[src/rtl/ahb_resp_slave.sv]
module ahb_resp_slave #(
  parameter int ADDR_W      = 32,
  parameter int DATA_W      = 32,
  parameter int WORDS       = 16,
  parameter int WAIT_STATES = 2,
  parameter logic [ADDR_W-1:0] RO_BASE  = 'h20,
  parameter logic [ADDR_W-1:0] RO_LIMIT = 'h2F
) (
  input  logic              HCLK,
  input  logic              HRESETn,
  input  logic              HSEL,
  input  logic [ADDR_W-1:0] HADDR,
  input  logic [1:0]        HTRANS,
  input  logic              HWRITE,
  input  logic [2:0]        HSIZE,
  input  logic [DATA_W-1:0] HWDATA,
  input  logic              HREADY,
  output logic [DATA_W-1:0] HRDATA,
  output logic              HREADYOUT,
  output logic              HRESP
);

  localparam int LANES  = DATA_W / 8;
  localparam int OFF_W  = (LANES > 1) ? $clog2(LANES) : 1;
  localparam int IDX_W  = (WORDS > 1) ? $clog2(WORDS) : 1;
  localparam int WCNT_W = (WAIT_STATES > 0) ? $clog2(WAIT_STATES + 1) : 1;
  localparam logic [ADDR_W-1:0] SPAN = ADDR_W'(WORDS * LANES);

  typedef enum logic [1:0] {S_IDLE, S_DATA, S_ERR2} phase_t;

  phase_t            phase;
  logic [WCNT_W-1:0] wcnt;
  logic              err_q, wr_q;
  logic [IDX_W-1:0]  idx_q;
  logic [LANES-1:0]  strb_q, strb_d;
  logic [DATA_W-1:0] mem [WORDS];
  logic              misalign;

  wire accept   = HSEL && HREADY && HTRANS[1];
  wire last_w   = (phase == S_DATA) && (wcnt == '0);
  wire done_ok  = last_w && !err_q;
  wire can_take = (phase == S_IDLE) || (phase == S_ERR2) || done_ok;

  wire out_rng  = HADDR >= SPAN;
  wire in_ro    = (HADDR >= RO_BASE) && (HADDR <= RO_LIMIT);
  wire bad_size = int'(HSIZE) > $clog2(LANES);
  wire err_d    = out_rng || (HWRITE && in_ro) || bad_size || misalign;

  always_comb begin
    misalign = 1'b0;
    for (int k = 0; k < OFF_W; k++)
      if (k < int'(HSIZE) && HADDR[k]) misalign = 1'b1;
    for (int b = 0; b < LANES; b++)
      strb_d[b] = ((b >> HSIZE) == (int'(HADDR[OFF_W-1:0]) >> HSIZE));
  end

  always_ff @(posedge HCLK or negedge HRESETn) begin
    if (!HRESETn) begin
      phase  <= S_IDLE;
      wcnt   <= '0;
      err_q  <= 1'b0;
      wr_q   <= 1'b0;
      idx_q  <= '0;
      strb_q <= '0;
    end else if (can_take) begin
      if (accept) begin
        phase  <= S_DATA;
        wcnt   <= WCNT_W'(WAIT_STATES);
        err_q  <= err_d;
        wr_q   <= HWRITE;
        idx_q  <= HADDR[OFF_W +: IDX_W];
        strb_q <= strb_d;
      end else begin
        phase <= S_IDLE;
      end
    end else if (phase == S_DATA) begin
      if (wcnt != '0) wcnt <= wcnt - 1'b1;
      else            phase <= S_ERR2;
    end
  end

  always_ff @(posedge HCLK or negedge HRESETn) begin
    if (!HRESETn) begin
      for (int w = 0; w < WORDS; w++) mem[w] <= '0;
    end else if (done_ok && wr_q) begin
      for (int b = 0; b < LANES; b++)
        if (strb_q[b]) mem[idx_q][8*b +: 8] <= HWDATA[8*b +: 8];
    end
  end

  assign HREADYOUT = !((phase == S_DATA) && ((wcnt != '0) || err_q));
  assign HRESP     = (phase == S_ERR2) || (last_w && err_q);
  assign HRDATA    = (done_ok && !wr_q) ? mem[idx_q] : '0;

endmodule

[config.mk]
export PLATFORM = sky130hd
export DESIGN_NAME = ahb_resp_slave
export DESIGN_NICKNAME = d
export VERILOG_FILES = /design/src/rtl/ahb_resp_slave.sv
export SDC_FILE = /design/constraint.sdc
export NUM_CORES = 1
export LEC_CHECK = 0
export ABC_CLOCK_PERIOD_IN_PS = 3400
export BUFFER_PORTS_ARGS = -buffer_cell sky130_fd_sc_hd__buf_2
export CAP_MARGIN = 20
export CELL_PAD_IN_SITES_DETAIL_PLACEMENT = 0
export CELL_PAD_IN_SITES_GLOBAL_PLACEMENT = 2
export CORE_MARGIN = 1
export CORE_UTILIZATION = 40
export CTS_CLUSTER_DIAMETER = 150
export DETAILED_ROUTE_END_ITERATION = 7
export MAX_ROUTING_LAYER = met4
export PLACE_DENSITY_LB_ADDON = 0.15
export SKIP_CTS_REPAIR_TIMING = 1
export SLEW_MARGIN = 20
export SYNTH_ARGS = -nofsm -noshare
export SYNTH_HDL_FRONTEND = slang
export SYNTH_SLANG_ARGS = --single-unit
[constraint.sdc]
create_clock -name HCLK -period 3.4 [get_ports HCLK]
set_input_delay 0.68 -clock HCLK [delete_from_list [all_inputs] [get_ports HCLK]]
set_output_delay 0.68 -clock HCLK [all_outputs]
set_load 0.02 [all_outputs]
### After elaboration in Yosys (flattened, before gate mapping)

Index checks and enable logic that the tools add are counted.

* $add $sub $neg: 1
* $lt $le $gt $ge: 8
* equal/unequal tests: 8
* shift operators: 5
* mux-type cells: 33
* bitwise operators: 1
* reduce and logical (&&, ||, !) cells: 31

Operators by type and width (count)
* $mux W512: 7
* $bwmux W512: 4
* $demux W32 S4: 4
* $bmux W32 S4: 1
* $eq A32 B32 Y1: 4
* $mux W32: 4
* $shr A1 B3 Y32 const A: 2
* $shr A2 B3 Y32 const A: 2
* $ge A32 B6 Y1 const B: 1
* $ge A32 B7 Y1 const B: 1
* $le A32 B6 Y1 const B: 1
* $shr A2 B3 Y32: 1
* $mux W24: 1
* $mux W16: 1
* $mux W2: 7
* $logic_and A1 B1 Y1: 13
* $mux W8: 1
* $logic_or A1 B1 Y1: 7
* $lt A1 B3 Y1 const A: 2
* $reduce_bool A2 Y1: 3
* $ge A5 B5 Y1 const B: 1
* $lt A5 B1 Y1 const B: 1
* $not A4 Y5: 1
* $logic_not A2 Y1: 2
* other kinds (9): 15

* register bits: 526
* input bits: 74
* output and inout bits: 34
* logic and storage cells: 109

### Depth between registers and ports, before layout

Gate-level depths: netlist (run 1).

* depth in word-level cells: 16
* mapped depth: 8
* mapped depth without buffers: 6

### Worst setup path before layout (run 1)

Ideal clock, no wire load.

* kind: reg-to-output
* from: reg idx_q[0]
* to: out HRDATA[0]
* arrival: 2.052 ns
* required time: 2.720 ns
* path slack: 0.668 ns
* cell stages (with the launch flop): 7
* buffers on the path: 3
* cells stage by stage: dfrtp_1 -> buf_2 -> buf_1 -> buf_2 -> mux4_2 -> a22oi_1 -> nand2_1

* longest elaborated chain between the ends: 5

Ends and longest elaborated chain
* start: declaration: line 34 `logic [IDX_W-1:0] idx_q;`
* start signal: assignment: line 71 `idx_q <= HADDR[OFF_W +: IDX_W];`
* $not A4 Y5 (not written as such): line 93 `assign HRDATA = (done_ok && !wr_q) ? mem[idx_q] : '0;`
* $bmux W32 S4: line 93
* $mux W32 (not written as such) (2 in a row): line 93
* $mux W32: line 93
* end: declaration: line 18 `output logic [DATA_W-1:0] HRDATA,`

No other way between the ends. The select of a mux whose other input is x is not followed.

### Final worst setup path (run 1)

* from: reg idx_q[0]
* to: out HRDATA[3]

The elaborated chain is that of the path after synthesis.

==> results of run 1 <==
## stage by stage
step	util (%)	hold slack, ns
2_1_floorplan	-	0.384
3_3_place_gp	43.4	0.468
3_5_place_dp	43.4	0.478
4_1_cts	46.5	0.0822
5_1_grt	47.0	0.109
6_report	47.0	0.0555
## registers in the layout, indices dropped and copies added, names as in the netlist
signal  flops
err_q       1
idx_q       4
mem       512
strb_q      4
phase       2
wr_q        1
wcnt        2
## logic make-up (layout without fill, tap and decap cells)
group | Yosys count | after routing | share of synthesized area [%]
buffers and inverters | 92 | 269 | 1.59
AOI/OAI and AO/OA | 53 | 53 | 1.53
adders and majority gates | 1 | 1 | 0.0525
and+or+nand+nor | 193 | 193 | 3.63
DFF | 526 | 526 | 55.2
muxes | 676 | 676 | 38.0
other | 0 | 2 | 0
## power by group through the flow
stage	Combinational, uW	Sequential (uW)	Clock [uW]
after detailed placement	4060	7310	0
after global routing	4570	7220	6530
after global placement	4020	7280	0
after floorplan	3090	7000	0
after CTS	4070	7200	6270
final	4240	7150	6090
## critical path, cell delays in order (launching register included)
cell and delay, ns:
sky130_fd_sc_hd__dfrtp_4 0.54, sky130_fd_sc_hd__buf_4 0.21, sky130_fd_sc_hd__buf_4 0.14, sky130_fd_sc_hd__clkbuf_16 0.17, sky130_fd_sc_hd__mux4_2 0.49, sky130_fd_sc_hd__a22oi_1 0.16
sky130_fd_sc_hd__nand2_1 0.09, sky130_fd_sc_hd__buf_2 0.17
## metal layers
layer | wire, um | share of wire (%)
met5 | 0 | 0
met4 | 1580 | 2.6
met3 | 2390 | 3.9
met2 | 29700 | 49
met1 | 27200 | 45
## final cells by class
class                   instances  area [um2]  share of cell area (%)
diodes                          2        5.00                  0.0181
clock buffers                  85        1660                    6.01
clock inverters                 8         144                   0.520
inverters                       9        33.8                   0.122
multi-input cells             923       10400                    37.4
flip-flops and latches        526       13200                    47.6
well taps                     773         967                    3.49
repair buffers                167        1340                    4.83
## how the worst max path moves through the flow
stage	from	slack (ns)	to
after floorplan	idx_q[0]	0.67	HRDATA[0]
after global placement	idx_q[0]	0.44	HRDATA[12]
after detailed placement	idx_q[0]	0.44	HRDATA[2]
after CTS	idx_q[0]	-0.24	HRDATA[2]
after global routing	idx_q[0]	-0.0004	HRDATA[3]
final	idx_q[0]	0.13	HRDATA[3]
## synthesized netlist by cell type
cell type,count
sky130_fd_sc_hd__a21oi_2,1
sky130_fd_sc_hd__mux4_2,128
sky130_fd_sc_hd__nor3_1,13
sky130_fd_sc_hd__dfrtp_1,526
sky130_fd_sc_hd__nand2_2,13
sky130_fd_sc_hd__nand3_1,3
sky130_fd_sc_hd__nor3_2,4
sky130_fd_sc_hd__nor2_1,15
sky130_fd_sc_hd__a22oi_1,32
sky130_fd_sc_hd__nand2_1,124
sky130_fd_sc_hd__nor2b_1,1
sky130_fd_sc_hd__nand4_1,1
sky130_fd_sc_hd__buf_2,20
sky130_fd_sc_hd__inv_1,9
sky130_fd_sc_hd__nand2b_1,7
sky130_fd_sc_hd__a31oi_1,2
sky130_fd_sc_hd__nand4bb_1,1
sky130_fd_sc_hd__buf_6,1
sky130_fd_sc_hd__o2111ai_1,1
sky130_fd_sc_hd__clkbuf_1,59
sky130_fd_sc_hd__o211ai_1,1
sky130_fd_sc_hd__o21ai_0,9
sky130_fd_sc_hd__ha_1,1
sky130_fd_sc_hd__mux2_1,24
sky130_fd_sc_hd__mux2_2,524
sky130_fd_sc_hd__or3b_2,1
sky130_fd_sc_hd__nand3b_1,2
sky130_fd_sc_hd__o2111a_1,1
sky130_fd_sc_hd__buf_1,3
sky130_fd_sc_hd__o22ai_1,1
sky130_fd_sc_hd__a21oi_1,5
sky130_fd_sc_hd__or2_2,1
sky130_fd_sc_hd__nor4_1,7
==> results_dict.tcl, run 1 <==
set metrics [dict create \
    fp.dieArea_um2 60600 \
    post_synth_inst_count 1541 \
    groute.layer.met2.usage_pct 33.3 \
    r2r_cells 6 \
    fp.dieW_um 246 \
    fin_worst_skew_ns 0.0167 \
    timing.final.crit_share_pct 96.3 \
    crit_arrival_ns 2.59 \
    timing_max_transition_violations_final 0 \
    numPlacedInstances 2380 \
    worst_slew_margin_rel_pct 42.6 \
    initial_antenna_violation_count 2 \
    total_power_uw 17500 \
    yosys.cell_types.count 33 \
    gr-usage-met1_pct 27.7 \
    globalRouteOverflowTotal 0 \
    postSynthAreaPerCell_um2 15.5 \
    clock_slew_seen_by_the_registers_of_the_worst_setup_and_hold_paths_ns 0.06 \
    pwr-share-comb_pct 24.2 \
    internal_power_uw 12800 \
    postPlaceCellArea_um2 25600 \
    maxCapViolCount 0 \
    numCtsBuffers 57 \
    p_leak_uw 0.0115 \
    layout_common_cells "sky130_fd_sc_hd__mux2_2, sky130_fd_sc_hd__dfrtp_1, sky130_fd_sc_hd__mux4_2, sky130_fd_sc_hd__nand2_1, sky130_fd_sc_hd__buf_2" \
    routed_wirelength_um 60800 \
    layout_setup_ws_ns 0.126 \
    timing.critical_path.fanout_max 11 \
    tightest_slew_ns 0.854 \
    hpwlAfterDp_um 36700 \
    crit-reg2reg-launch "idx_q[0]" \
    flow.area_growth_from_synthesis_pct 16.1 \
    io_pins 108 \
    cts.root.buffer_cell "sky130_fd_sc_hd__clkbuf_16" \
    sequentialPowerShare_pct 40.9 \
    netlist_top_cells_area "sky130_fd_sc_hd__dfrtp_1, sky130_fd_sc_hd__mux2_2, sky130_fd_sc_hd__mux4_2" \
    switchingPower_uw 4700 \
    layout.cells.most_common "sky130_fd_sc_hd__mux2_2" \
    design.core.area_um2 58900 \
    worst_setup_path_end_kind "primary output" \
    number_of_fill_cells_in_the_layout 5214 \
    stdcell_count 2493 \
    finalHoldViolCount 0 \
    synth_area_um2 23800 \
    setup.worst_path.class "flip-flop to primary output" \
    grt_max_degree 83 \
    pwr-share-clk_pct 34.8 \
    avgViaCountPerCell 5.54 \
    detailedRoute.firstIterationViolations 669 \
    pre_cts_ws_ns 0.437 \
    vdd_ir_drop_max_mv 0.421 \
    grt_peak_use_layer "met2" \
    power_per_cell_area_nw_per_um2 632 \
    cts_tree "yes" \
    clock-sinks 526 \
    clk_path_buf_depth 3 \
    cp.required_ns 2.72 \
    syn-num-nets 1616 \
    drive_gt1_share_pct 53.7 \
    detailroute.via_count 13800 \
    cell_area_after_layout_um2 27700 \
    cts-htree-levels 2 \
    synth_sequential_area_ratio_pct 55.2 \
    detailedRoute.firstPassIterationCount 5 \
    floorplan.initialDensity_pct 40.5 \
    global_route.usage.met3_pct 3.65 \
    placement.io_buffers 106 \
    reg2reg_end "mem[126]" \
    setup.reg_to_reg.worst_slack_ns 0.33 \
    grt_first_pass_wirelength_um 92100 \
    remaining_drc_errors 0 \
    routed_wire_per_std_cell_um 24.4 \
    dieHeight_um 246 \
    globalRouteTotalUtil_pct 21.0 \
    synth_top_cell_area_share_pct 55.2 \
    max_freq_mhz 305 \
    first_global_vias 14700 \
    setup_tns_ns 0 \
    yosys_warnings 0 \
    period_needed_ns 3.27 \
    cp-start-kind "flip-flop" \
    clkLatencyLatePin_ns 0.61 \
    synthDominantAreaCellType "sky130_fd_sc_hd__dfrtp_1" \
    finalWeightedCongestion 0.769 \
    drt.antenna.violating_nets 0 \
    hold_class "input port to async pin" \
    nNetsFinal 1759 \
    setup_violations_final 0 \
    yosys_reg_bits 526 \
    status "finished, final reports clean" \
    swShare_pct 26.9 \
    core.rowCount 89 \
]
(Power assumes the default switching activity.)
==> run 2: changes to the inputs <==
Settings changed: BUFFER_PORTS_ARGS -buffer_cell sky130_fd_sc_hd__buf_2 to default, CORE_UTILIZATION 40 to 47, DONT_BUFFER_PORTS from default to 1.
==> results_dict.tcl, run 2 (synthesis gave the netlist of run 1 again) <==
set metrics [dict create \
    stdcell_count 2271 \
    layout_setup_ws_ns 0.125 \
    gr-usage-met1_pct 31.0 \
    period_needed_ns 3.27 \
    detailedRoute.firstPassIterationCount 4 \
    setup.worst_path.class "flip-flop to primary output" \
    core.rowCount 82 \
    drt.antenna.violating_nets 0 \
    max_freq_mhz 305 \
    worst_slew_margin_rel_pct -36.7 \
    grt_first_pass_wirelength_um 86800 \
    detailroute.via_count 13300 \
    maxCapViolCount 0 \
    routed_wirelength_um 56000 \
    globalRouteTotalUtil_pct 23.3 \
    timing.final.crit_share_pct 96.3 \
    cp-start-kind "flip-flop" \
    number_of_fill_cells_in_the_layout 4171 \
    reg2reg_end "mem[476]" \
    fin_worst_skew_ns 0.0236 \
    dieHeight_um 227 \
    timing.critical_path.fanout_max 19 \
    drive_gt1_share_pct 49.8 \
    crit_arrival_ns 2.59 \
    detailedRoute.firstIterationViolations 699 \
    finalHoldViolCount 104 \
    avgViaCountPerCell 5.84 \
    path_common_cell "sky130_fd_sc_hd__buf_4" \
    power_per_cell_area_nw_per_um2 642 \
    cts-htree-levels 2 \
    placement.io_buffers 0 \
    grt_peak_use_layer "met2" \
    setup_tns_ns 0 \
    multiInputGateArea_um2 10300 \
    hpwlAfterDp_um 33400 \
    setup_violations_final 0 \
    area.sequential_um2 13200 \
    crit-reg2reg-launch "idx_q[1]" \
    tightest_slew_ns 2.05 \
    grt_setup_unrepaired "true" \
    critical_path.cell_chain "inv_1, ha_2, nand4bb_1, buf_4, nor3_4, buf_4, buf_12, a22oi_1, nand2_1" \
    fp.dieArea_um2 51600 \
    cts_tree "yes" \
    first_global_vias 14300 \
    globalRouteOverflowTotal 0 \
    setup.reg_to_reg.worst_slack_ns 0.52 \
    critPathSlowestCell "sky130_fd_sc_hd__dfrtp_1" \
    fp.dieW_um 227 \
    grt_max_degree 527 \
    largest_register "mem" \
    r2r_cells 5 \
    global_route.usage.met3_pct 3.52 \
    pre_cts_ws_ns 0.369 \
    clock-sinks 526 \
    cts.root.buffer_cell "sky130_fd_sc_hd__clkbuf_16" \
    flow.area_growth_from_synthesis_pct 12.2 \
    nNetsFinal 1630 \
    crit_path_max_incr_delay_ns 0.40 \
    routed_wire_per_std_cell_um 24.7 \
    postPlaceCellArea_um2 24700 \
    layout.cells.most_common "sky130_fd_sc_hd__mux2_2" \
    num_antenna_cells 0 \
    violated_checks "negative hold slack, max-slew violations" \
    remaining_drc_errors 0 \
    clk_path_buf_depth 3 \
    hold_ws_ns -0.217 \
    clkLatencyLatePin_ns 0.61 \
    groute.layer.met2.usage_pct 37.3 \
    finalWeightedCongestion 0.764 \
    worst_setup_path_end_kind "primary output" \
    clock_slew_seen_by_the_registers_of_the_worst_setup_and_hold_paths_ns 0.06 \
    cell_area_after_layout_um2 26700 \
    status "finished with violations" \
    initial_antenna_violation_count 0 \
    floorplan.initialDensity_pct 47.6 \
    layout_common_cells "sky130_fd_sc_hd__mux2_2, sky130_fd_sc_hd__dfrtp_1, sky130_fd_sc_hd__mux4_2, sky130_fd_sc_hd__nand2_1, sky130_fd_sc_hd__clkbuf_16" \
    registers_with_the_highest_flip_flop_counts "mem x512, idx_q x4, strb_q x4" \
    p_leak_uw 0.0109 \
    timing_max_transition_violations_final 305 \
    io_pins 108 \
    cp.required_ns 2.72 \
    hold_class "input port to async pin" \
    vdd_ir_drop_max_mv 0.380 \
    design.core.area_um2 50100 \
    largest_register_ff_count 512 \
    numCtsBuffers 58 \
    numPlacedInstances 2160 \
]
## run 2: worst max path at each step
| stage | startpoint | end | slack, ns | cells past startpoint |
|---|---|---|---|---|
| floorplan | idx_q[0] | HRDATA[0] | 0.67 | 6 |
| global placement | idx_q[2] | mem[115] | 0.31 | 4 |
| detailed placement | idx_q[2] | mem[115] | 0.37 | 4 |
| CTS | idx_q[0] | HRDATA[22] | -0.16 | 5 |
| global route | wcnt[0] | HRDATA[24] | -0.01 | 9 |
| finish | wcnt[0] | HRDATA[24] | 0.13 | 9 |
## run 2: area by class of cell
class | count | share of cell area [%]
tap | 672 | 3.14
timing repair buffer | 37 | 1.68
clock inverter | 5 | 0.374
sequential | 526 | 49.3
multi-input combinational | 923 | 38.6
inverter | 9 | 0.126
clock buffer | 99 | 6.80
## run 2: where the power goes
part           internal, uW  switching, uW  leakage [uW]  total, uW
clock network          3820           2450      0.000937       6260
logic                  2210           1580       0.00384       3790
registers              6750            379       0.00613       7130
total                 12800           4400        0.0109      17200
## run 2: through the flow
stage | power [uW] | utilization, %
after detailed placement | 11000 | 49.3
after global routing | 18000 | 53.4
final | 17200 | 53.4
after floorplan | 10100 | -
after global placement | 10900 | 49.3
after CTS | 17300 | 53.1
## run 2: routing by layer
layer  routed length (um)  part of all wire, %
met5                    0                    0
met1                25400                   45
met4                 1190                  2.1
met2                27300                   49
met3                 2080                  3.7
## run 2: critical path: cells and delay by family (launching register included)
family | cells | cell delay [ns]
fa+ha+maj | 1 | 0.25
simple gates | 3 | 0.52
compound gates | 1 | 0.16
buf+inv | 4 | 0.62
flops | 1 | 0.40
==> run 3: changes to the inputs <==
Settings changed: CORE_ASPECT_RATIO from default to 1.5, HOLD_SLACK_MARGIN from default to 0.1.
==> results_dict.tcl, run 3 (synthesis gave the netlist of run 1 again) <==
set metrics [dict create \
    p_leak_uw 0.0109 \
    maxCapViolCount 0 \
    nNetsFinal 1649 \
    crit_path_max_incr_delay_ns 0.55 \
    cts-htree-levels 2 \
    first_global_vias 14500 \
    layout_common_cells "sky130_fd_sc_hd__mux2_2, sky130_fd_sc_hd__dfrtp_1, sky130_fd_sc_hd__mux4_2, sky130_fd_sc_hd__nand2_1, sky130_fd_sc_hd__clkbuf_16" \
    timing.final.crit_share_pct 96.1 \
    cp.required_ns 2.72 \
    fp.dieW_um 186 \
    critical_path.n_buffers_inverters 2 \
    clk_path_buf_depth 3 \
    fp.dieArea_um2 51600 \
    violated_checks "negative hold slack, max-slew violations" \
    status "finished with violations" \
    drive_gt1_share_pct 51.5 \
    largest_register_ff_count 512 \
    floorplan.initialDensity_pct 47.9 \
    tightest_slew_ns 2.50 \
    timing_max_transition_violations_final 311 \
    remaining_drc_errors 0 \
    grt_setup_unrepaired "false" \
    layout.cells.most_common "sky130_fd_sc_hd__mux2_2" \
    finalHoldViolCount 41 \
    globalRouteOverflowTotal 0 \
    max_freq_mhz 306 \
    crit-reg2reg-launch "idx_q[2]" \
    detailedRoute.firstIterationViolations 618 \
    flow.area_growth_from_synthesis_pct 12.3 \
    num_antenna_cells 0 \
    detailedRoute.firstPassIterationCount 4 \
    power_per_cell_area_nw_per_um2 630 \
    initial_antenna_violation_count 0 \
    cts_tree "yes" \
    drt.antenna.violating_nets 0 \
    critical_path.cell_chain "buf_12, buf_6, mux4_2, mux2_2, nand2_1, nand2_1" \
    numCtsBuffers 52 \
    setup.reg_to_reg.worst_slack_ns 0.47 \
    critPathSlowestCell "sky130_fd_sc_hd__mux4_2" \
    detailroute.via_count 13200 \
    vdd_ir_drop_max_mv 0.628 \
    clock-sinks 526 \
    hold_ws_ns -0.190 \
    worst_slew_margin_rel_pct -66.4 \
    worst_setup_path_end_kind "primary output" \
    clock_slew_seen_by_the_registers_of_the_worst_setup_and_hold_paths_ns 0.06 \
    path_common_cell "sky130_fd_sc_hd__nand2_1" \
    timing.critical_path.fanout_max 10 \
    registers_with_the_highest_flip_flop_counts "mem x512, idx_q x4, strb_q x4" \
    placement.io_buffers 0 \
    grt_first_pass_wirelength_um 90200 \
    period_needed_ns 3.27 \
    setup.worst_path.class "flip-flop to primary output" \
    setup_tns_ns 0 \
    io_pins 108 \
    avgViaCountPerCell 5.80 \
    largest_register "mem" \
    reg2reg_end "mem[233]" \
    dieHeight_um 278 \
    design.core.area_um2 49800 \
    finalWeightedCongestion 0.741 \
    r2r_cells 4 \
    routed_wirelength_um 58300 \
    setup_violations_final 0 \
    globalRouteTotalUtil_pct 24.2 \
    crit_arrival_ns 2.59 \
    cts.root.buffer_cell "sky130_fd_sc_hd__clkbuf_16" \
    routed_wire_per_std_cell_um 25.6 \
    hold_class "input port to async pin" \
    grt_max_degree 527 \
    cp-start-kind "flip-flop" \
    fin_worst_skew_ns 0.0130 \
    clkLatencyLatePin_ns 0.59 \
    core.rowCount 100 \
    critPathTopFamily "multiplexers" \
    hpwlAfterDp_um 37500 \
]
run 3: area by class of cell:
cell class,count,area (um2)
clock buffers,85,1610
clock inverters,10,82.6
fillers,4249,23000
inverters,9,33.8
multi-input cells,923,10400
flip-flops and latches,526,13200
well taps,663,830
repair buffers,62,697
run 3: worst reg2reg max path, cell delays in order, from the launching register on:
cell and delay (ns):
sky130_fd_sc_hd__dfrtp_4 0.65, sky130_fd_sc_hd__nand2b_1 0.35, sky130_fd_sc_hd__nor3_1 0.79, sky130_fd_sc_hd__nand2_1 0.58
sky130_fd_sc_hd__mux2_2 0.44
run 3: stage by stage:
stage	instance area [um2]	worst slack [ns]	util [%]	cells	total power (uW)
after floorplan	23800	0.668	-	1541	10100
after CTS	26700	-0.153	53.5	2274	17000
final	26800	0.134	53.8	2278	16900
after global placement	25000	0.364	50.1	2179	11200
after detailed placement	25000	0.409	50.1	2179	11200
after global routing	26800	0.0150	53.8	2278	17600
run 3: how the worst max path moves through the flow:
| stage | slack (ns) | depth (start not counted) | end | from |
|---|---|---|---|---|
| 6_report | 0.13 | 6 | HRDATA[19] | idx_q[0] |
| 2_1_floorplan | 0.67 | 6 | HRDATA[0] | idx_q[0] |
| 4_1_cts | -0.15 | 6 | HRDATA[15] | idx_q[0] |
| 3_3_place_gp | 0.36 | 5 | mem[248] | idx_q[0] |
| 3_5_place_dp | 0.41 | 5 | mem[252] | idx_q[0] |
| 5_1_grt | 0.01 | 9 | HRDATA[21] | wcnt[0] |
run 3: report_power, final:
group	internal, uW	leakage [uW]	switching [uW]
clock	3290	0.000838	2420
sequential	6750	0.00613	423
combinational	2340	0.00397	1650
run 3: metal layers:
metal  global-route usage [%]  wire length (um)
met1                     30.2             24200
met2                     41.2             30700
met5                        -                 0
met3                     3.66              2060
met4                     5.93              1260
